--- config.mk ---
export PLATFORM = sky130hd
export DESIGN_NAME = sclk_gen
export DESIGN_NICKNAME = d
export VERILOG_FILES = /design/src/rtl/sclk_gen_pkg.sv /design/src/rtl/sclk_prescale.sv /design/src/rtl/sclk_divstage.sv /design/src/rtl/sclk_edge.sv /design/src/rtl/sclk_gen.sv
export SDC_FILE = /design/constraint.sdc
export NUM_CORES = 1
export LEC_CHECK = 0
export ABC_AREA = 1
export BUFFER_PORTS_ARGS = -buffer_cell sky130_fd_sc_hd__buf_2
export CELL_PAD_IN_SITES_DETAIL_PLACEMENT = 0
export CELL_PAD_IN_SITES_GLOBAL_PLACEMENT = 1
export CORE_MARGIN = 4
export CORE_UTILIZATION = 43
export CTS_CLUSTER_DIAMETER = 40
export DETAILED_ROUTE_END_ITERATION = 7
export PLACE_DENSITY = 0.84
export SYNTH_ARGS = -nofsm -noshare
export SYNTH_HDL_FRONTEND = slang
export SYNTH_SLANG_ARGS = --single-unit
--- constraint.sdc ---
create_clock -name clk -period 4.7 [get_ports clk]
set_input_delay 0.235 -clock clk [delete_from_list [all_inputs] [get_ports clk]]
set_output_delay 0.235 -clock clk [all_outputs]
set_load 0.03 [all_outputs]
--- src/rtl/sclk_gen_pkg.sv ---
package sclk_gen_pkg;

  // Clock-select word layout: the field positions are decoded by this block
  localparam int PRE_W    = 5;   // prescale field width (ratio minus one)
  localparam int PRE_LSB  = 8;
  localparam int CODE_W   = 3;   // divider code width
  localparam int CODE_LSB = 0;
  localparam int DLOG_MAX = 5;   // largest power-of-two stage is 2**DLOG_MAX
  localparam int DLOG_W   = $clog2(DLOG_MAX + 1);
  localparam int DC_W     = DLOG_MAX;  // divider stage counter width

  typedef struct packed {
    logic [PRE_W-1:0]  pre_m1;
    logic [CODE_W-1:0] code;
  } sclk_cfg_t;

  // Codes below DLOG_MAX select 2**(code+1); every other code passes through
  function automatic logic [DLOG_W-1:0] code_to_log2(input logic [CODE_W-1:0] code);
    if (code < CODE_W'(DLOG_MAX)) return DLOG_W'(code) + 1'b1;
    else                          return '0;
  endfunction

endpackage

--- src/rtl/sclk_prescale.sv ---
module sclk_prescale #(
  parameter int W = 5
) (
  input  logic         clk,
  input  logic         rst_n,
  input  logic         clr,
  input  logic [W-1:0] pre_m1,
  output logic [W-1:0] pc_q,
  output logic [W-1:0] pc_d,
  output logic         tick
);

  always_comb begin
    tick = (pc_q == pre_m1);
    if (clr)       pc_d = '0;
    else if (tick) pc_d = '0;
    else           pc_d = pc_q + 1'b1;
  end

  always_ff @(posedge clk or negedge rst_n) begin
    if (!rst_n) pc_q <= '0;
    else        pc_q <= pc_d;
  end

endmodule

--- src/rtl/sclk_divstage.sv ---
module sclk_divstage #(
  parameter int CW = 5,
  parameter int LW = 3
) (
  input  logic          clk,
  input  logic          rst_n,
  input  logic          clr,
  input  logic          tick,
  input  logic [LW-1:0] dlog,
  output logic [CW-1:0] dc_q,
  output logic [CW-1:0] dc_d,
  output logic          last
);

  logic [CW:0] span;

  always_comb begin
    span = {{CW{1'b0}}, 1'b1} << dlog;
    last = ({1'b0, dc_q} == (span - 1'b1));
    if (clr)       dc_d = '0;
    else if (tick) dc_d = last ? '0 : dc_q + 1'b1;
    else           dc_d = dc_q;
  end

  always_ff @(posedge clk or negedge rst_n) begin
    if (!rst_n) dc_q <= '0;
    else        dc_q <= dc_d;
  end

endmodule

--- src/rtl/sclk_edge.sv ---
module sclk_edge (
  input  logic clk,
  input  logic rst_n,
  input  logic act_d,
  input  logic run_q,
  input  logic byp,
  input  logic idle_pol,
  output logic act_q,
  output logic sclk,
  output logic rise_stb,
  output logic fall_stb
);

  logic lead, trail;
  logic rise_q, fall_q;

  always_comb begin
    lead  = act_d & ~act_q;
    trail = ~act_d & act_q;
  end

  always_ff @(posedge clk or negedge rst_n) begin
    if (!rst_n) begin
      act_q  <= 1'b0;
      rise_q <= 1'b0;
      fall_q <= 1'b0;
    end else begin
      act_q  <= act_d;
      rise_q <= idle_pol ? trail : lead;
      fall_q <= idle_pol ? lead : trail;
    end
  end

  // Ratio one: the parent clock itself is gated onto the output
  always_comb begin
    sclk     = byp ? ((clk & run_q) ^ idle_pol) : (act_q ^ idle_pol);
    rise_stb = byp ? run_q : rise_q;
    fall_stb = byp ? run_q : fall_q;
  end

endmodule

--- src/rtl/sclk_gen.sv ---
module sclk_gen
  import sclk_gen_pkg::*;
#(
  parameter int REG_W = 16
) (
  input  logic             clk,
  input  logic             rst_n,
  input  logic             enable,
  input  logic             idle_pol,
  input  logic [REG_W-1:0] csel,
  output logic             sclk,
  output logic             rise_stb,
  output logic             fall_stb
);

  sclk_cfg_t          cfg_q, cfg_in;
  logic               run_q, adv, clr, wrap, load, byp, no_div, act_d, act_q;
  logic               tick, last;
  logic [PRE_W-1:0]   pc_q, pc_d;
  logic [DC_W-1:0]    dc_q, dc_d;
  logic [DLOG_W-1:0]  dlog;
  logic [PRE_W:0]     pre_ratio, pre_half;
  logic [DC_W:0]      dc_half;

  always_comb begin
    cfg_in.pre_m1 = csel[PRE_LSB +: PRE_W];
    cfg_in.code   = csel[CODE_LSB +: CODE_W];
    dlog      = code_to_log2(cfg_q.code);
    no_div    = (dlog == '0);
    byp       = no_div && (cfg_q.pre_m1 == '0);
    adv       = enable & run_q;
    clr       = ~adv;
    wrap      = adv & tick & last;
    load      = ~enable | ~run_q | wrap;
    // Idle phase is the rounded-up half of the period
    pre_ratio = {1'b0, cfg_q.pre_m1} + 1'b1;
    pre_half  = pre_ratio - (pre_ratio >> 1);
    dc_half   = ({{DC_W{1'b0}}, 1'b1} << dlog) >> 1;
    act_d     = enable & (no_div ? ({1'b0, pc_d} >= pre_half)
                                 : ({1'b0, dc_d} >= dc_half));
  end

  always_ff @(posedge clk or negedge rst_n) begin
    if (!rst_n) begin
      run_q <= 1'b0;
      cfg_q <= '0;
    end else begin
      run_q <= enable;
      if (load) cfg_q <= cfg_in;
    end
  end

  sclk_prescale #(.W(PRE_W)) u_pre (
    .clk(clk), .rst_n(rst_n), .clr(clr), .pre_m1(cfg_q.pre_m1),
    .pc_q(pc_q), .pc_d(pc_d), .tick(tick)
  );

  sclk_divstage #(.CW(DC_W), .LW(DLOG_W)) u_div (
    .clk(clk), .rst_n(rst_n), .clr(clr), .tick(tick), .dlog(dlog),
    .dc_q(dc_q), .dc_d(dc_d), .last(last)
  );

  sclk_edge u_edge (
    .clk(clk), .rst_n(rst_n), .act_d(act_d), .run_q(run_q), .byp(byp),
    .idle_pol(idle_pol), .act_q(act_q), .sclk(sclk),
    .rise_stb(rise_stb), .fall_stb(fall_stb)
  );

endmodule

# --- Word level (Yosys, flattened, before mapping) ---
# Cells that the tools add are included.
word_totals:
  register_bits: 22
  input_bits: 20
  out_inout_bits: 3
  word_cells: 50
classes:
  n_lt_le_gt_ge: 3
  add_sub_neg: 6
  bitwise: 15
  muxes: 12
  n_eq_ne: 2
  reduce_logical: 3
  shifts: 1
op_table:
  columns: ["op", "count"]
  rows:
  - ["5-bit 2-to-1 mux", 5]
  - ["5-bit by 1-bit adder with 5-bit output, second input constant", 2]
  - ["1-bit bitwise AND", 7]
  - ["5-bit by 1-bit adder with 6-bit output, second input constant", 1]
  - ["5-bit by 6-bit == test with 1-bit output", 1]
  - ["5-bit by 6-bit greater-or-equal comparator with 1-bit output", 1]
  - ["1-bit 2-to-1 mux", 6]
  - ["1-bit by 3-bit left shift with 6-bit output, first input constant", 1]
  - ["6-bit by 1-bit subtractor with 6-bit output, second input constant", 1]
  - ["6-bit by 5-bit subtractor with 6-bit output", 1]
  - ["5-bit == test", 1]
  - ["5-bit greater-or-equal comparator", 1]
  - ["5-bit logical NOT", 1]
  - ["1-bit NOT", 4]
  - ["3-bit by 1-bit adder with 3-bit output, second input constant", 1]
  - ["3-bit logical NOT", 1]
  - ["3-bit less-than comparator, second input constant", 1]
  - ["3-bit 2-to-1 mux", 1]
  - ["1-bit OR", 2]
  - ["1-bit XOR", 2]
  - ["1-bit logical AND", 1]

# --- Longest topological paths before layout ---
logic_depth:
  word_depth: 14
  depth_mapped: 26
  mapped_depth_nobuf: 26

# --- Hierarchy ---
# Synthesis repeated with hierarchy kept, for this count alone.
unflattened:
  cells_unflattened: 276
  area_unflattened_um2: 1971.9
by_module_without_submodules:
  columns: ["mod", "seq_area_each_um2", "area_each_um2", "cells_each", "instances"]
  rows:
  - ["sclk_gen", 225.2, 1048.5, 141, 1]
  - ["sclk_divstage", 125.1, 450.4, 70, 1]
  - ["sclk_prescale", 125.1, 312.8, 42, 1]
  - ["sclk_edge", 75.1, 160.2, 23, 1]

==> results.toml <==
[setup_path]
critPathRequiredTime_ps = 5010
critPathCaptureType = "register"
r2r-end = "u_edge.fall_q$_DFF_PN0_"
cp_top_family = "simple AND/OR/NAND/NOR gates"
reg2reg_depth = 23
path_common_cell = "nand2_1"
path_depth = 23
cp_cell_sequence = "ha_1 -> inv_1 -> nand2_1 -> nand2_4 -> nand2_4 -> inv_4 -> nor3_1 -> inv_1 -> ha_1 -> xor2_1 -> nand3_1 -> nor2_2 -> nand3_2 -> o21ai_2 -> nor3_1 -> ha_1 -> a21oi_1 -> o21ai_0 -> o31ai_1 -> nand2_1 -> nand2_1 -> nand3_1 -> nand2_1"
crit_buf_inv = 3
critPathCapture = "u_edge.fall_q$_DFF_PN0_"
criticalPathCategory = "register to register"
rrSetupSlack_ps = 720
max_stage_delay_ps = 480
arrival_ps = 4300
startpoint = "cfg_q[0]$_DFFE_PN0P_"
path_max_fanout = 12
rr_startpoint = "cfg_q[0]$_DFFE_PN0P_"
crit_slowest_cell = "o21ai_2"
startpoint_type = "register"

[power]
vdd_drop_max_mv = 0.128
power.density_nw_per_um2 = 324
cellLeakagePower_uw = 0.00115

[timing]
finalCritPeriodShare_pct = 84.8
slew_viol_final = 0
hold-worst-slack_ps = 30.6
slew_headroom_pct = 63.4
setup_violations = 0
max_freq_mhz = 251
tightest_slew_ps = 549
setup_slack_ps = 716
skew_ps = 3.47
period_needed_ps = 3980
fin_setup_tns_ps = 0
rsz0062_at_grt = "false"
hold_viol = 0

[global_route]
grt_pass1_vias = 1592
grt_max_degree = 23
grt_antenna_before_repair = 0
grt_pass1_wl_um = 6680
grt-ovfl-total = 0
grt_usage_pct = 15.5

[die]
ioPinCount = 23
initial_core_util_pct = 44.5
coreArea_um2 = 4350
rows = 24
die_area_um2 = 5650
die_width_um = 75.2
dieHeight_um = 75.2

[synthesis]
synthTopCellsByArea = "dfrtp_1, ha_1, nand2_1, nand3_1, inv_1"
ys_seq_area_share_pct = 28.4
syn_area_um2 = 1940
synth_cells = 257
synth_top_area_share_pct = 28.4
synth_common_cells = "nand2_1, inv_1, nand3_1"
yosysUniqueCellTypes = 31
synth-edff-count = 0
syn-num-nets = 299
synth.most_common_cell = "nand2_1"
synth_area_per_cell_um2 = 7.55
ys.flop_type = "dfrtp_1"
ys_seq_elements = 22
synth_area_leader_cell = "dfrtp_1"
yosysWarnings = 0
async_flop_share_pct = 100

[cells_and_area]
drive_gt1_share_pct = 17.4
nets = 319
antenna_cells = 0
area_growth_pct = 11.7
utilization_pct = 49.8
final_cells = 328

[clock_network]
post_cts_buffers = 0
insertion_delay_ps = 370
path_clk_slew_ps = 90
tritoncts = "done"
cts_resized = 0

[routing]
vias = 1559
drt-pass1-iter-count = 4
avgViaCountPerCell = 4.75
drt_iter0_markers = 53
final_antenna_net_count = 0
drt-total-wl_um = 3770
drc = 0
routedWlPerCell_um = 11.5

[hold_path]
hold_depth = 1
min_path_type = "primary input to register"

[placement]
hpwl_um = 2990
pre_cts_ws_ps = 696
portBuffers = 14
place_congestion = 0.815
dp.cells = 320

[outcome]
outcome = "finished clean"

[job]
drv_cap = 0
==> through the flow <==
step                area (um^2)  power (uW)
floorplan                  1940         413
global placement           2040         457
global route               2170         763
CTS                        2170         714
finish                     2170         701
detailed placement         2040         461
==> routing by layer <==
metal	wire (um)	GRT usage [%]
met5	0	0
met4	38	5.05
met3	107	4.01
met2	1830	27.0
met1	1790	18.6
==> registers in the layout (all words and copies together) (netlist names) <==
name,flops
u_pre.pc_q,5
u_edge.rise_q,1
u_div.dc_q,5
u_edge.act_q,1
u_edge.fall_q,1
cfg_q,8
run_q,1
==> power by group <==
group | internal, uW | switching, uW
clock network | 171 | 85.3
registers | 202 | 14.0
logic | 90.5 | 139
total | 463 | 238
==> cell usage in the layout (no fill, tap or decap), types with 2 or more instances in the layout <==
cell type   n
ha_1       21
nand3_1    27
a21oi_1     6
nand3_2     4
xnor2_1     6
buf_2      14
nand4_1     2
nand2_2     9
nor2_2      2
nor2_4      3
o21ai_0     3
xor2_1     11
nor3_1      5
nand2_4     4
nor2_1     18
clkbuf_8    6
inv_1      35
nand2_1    64
dfrtp_1    22
==> worst reg2reg max path: stages, from the launching register on <==
cell,delay (ps)
dfrtp_1,420
ha_1,210
inv_1,50
nand2_1,90
nand2_4,80
nand2_4,100
inv_4,60
nor3_1,280
inv_1,80
ha_1,300
xor2_1,150
nand3_1,100
nor2_2,100
nand3_2,100
o21ai_2,480
nor3_1,140
ha_1,350
a21oi_1,140
o21ai_0,90
o31ai_1,230
nand2_1,130
nand2_1,120
nand3_1,80
nand2_1,70
==> cell type report <==
type | count | area (um^2)
Multi-Input combinational cell | 193 | 1200
Clock buffer | 7 | 87.6
Timing Repair Buffer | 14 | 75.1
Tap cell | 52 | 65.1
Sequential cell | 22 | 551
Inverter | 39 | 154
Fill cell | 454 | 2190
Clock inverter | 1 | 30.0
==> cell families (layout without fill, tap and decap cells) <==
kind of cell | count (synthesis) | count (layout) | synth area share (%)
buffers and inverters | 42 | 61 | 9.48
AOI/OAI and AO/OA | 12 | 12 | 3.42
and+or+nand+nor | 142 | 142 | 36.5
xor gates and xnor gates | 17 | 17 | 7.68
adders and majority gates | 22 | 22 | 14.6
DFF | 22 | 22 | 28.4
==> how the worst min path moves through the flow <==
stage,from,end
3_3_place_gp,rst_n,u_pre.pc_q[0]$_DFF_PN0_
4_1_cts,enable,run_q$_DFF_PN0_
6_report,enable,run_q$_DFF_PN0_
3_5_place_dp,rst_n,u_pre.pc_q[0]$_DFF_PN0_
5_1_grt,enable,run_q$_DFF_PN0_
2_1_floorplan,rst_n,cfg_q[0]$_DFFE_PN0P_
==> timing repair <==
item                                   CTS  global route
endpoints found under the hold margin   22             0
setup endpoints to repair                0             0
hold buffers                             1             0
Note: power is estimated with default switching activity, not from simulation.
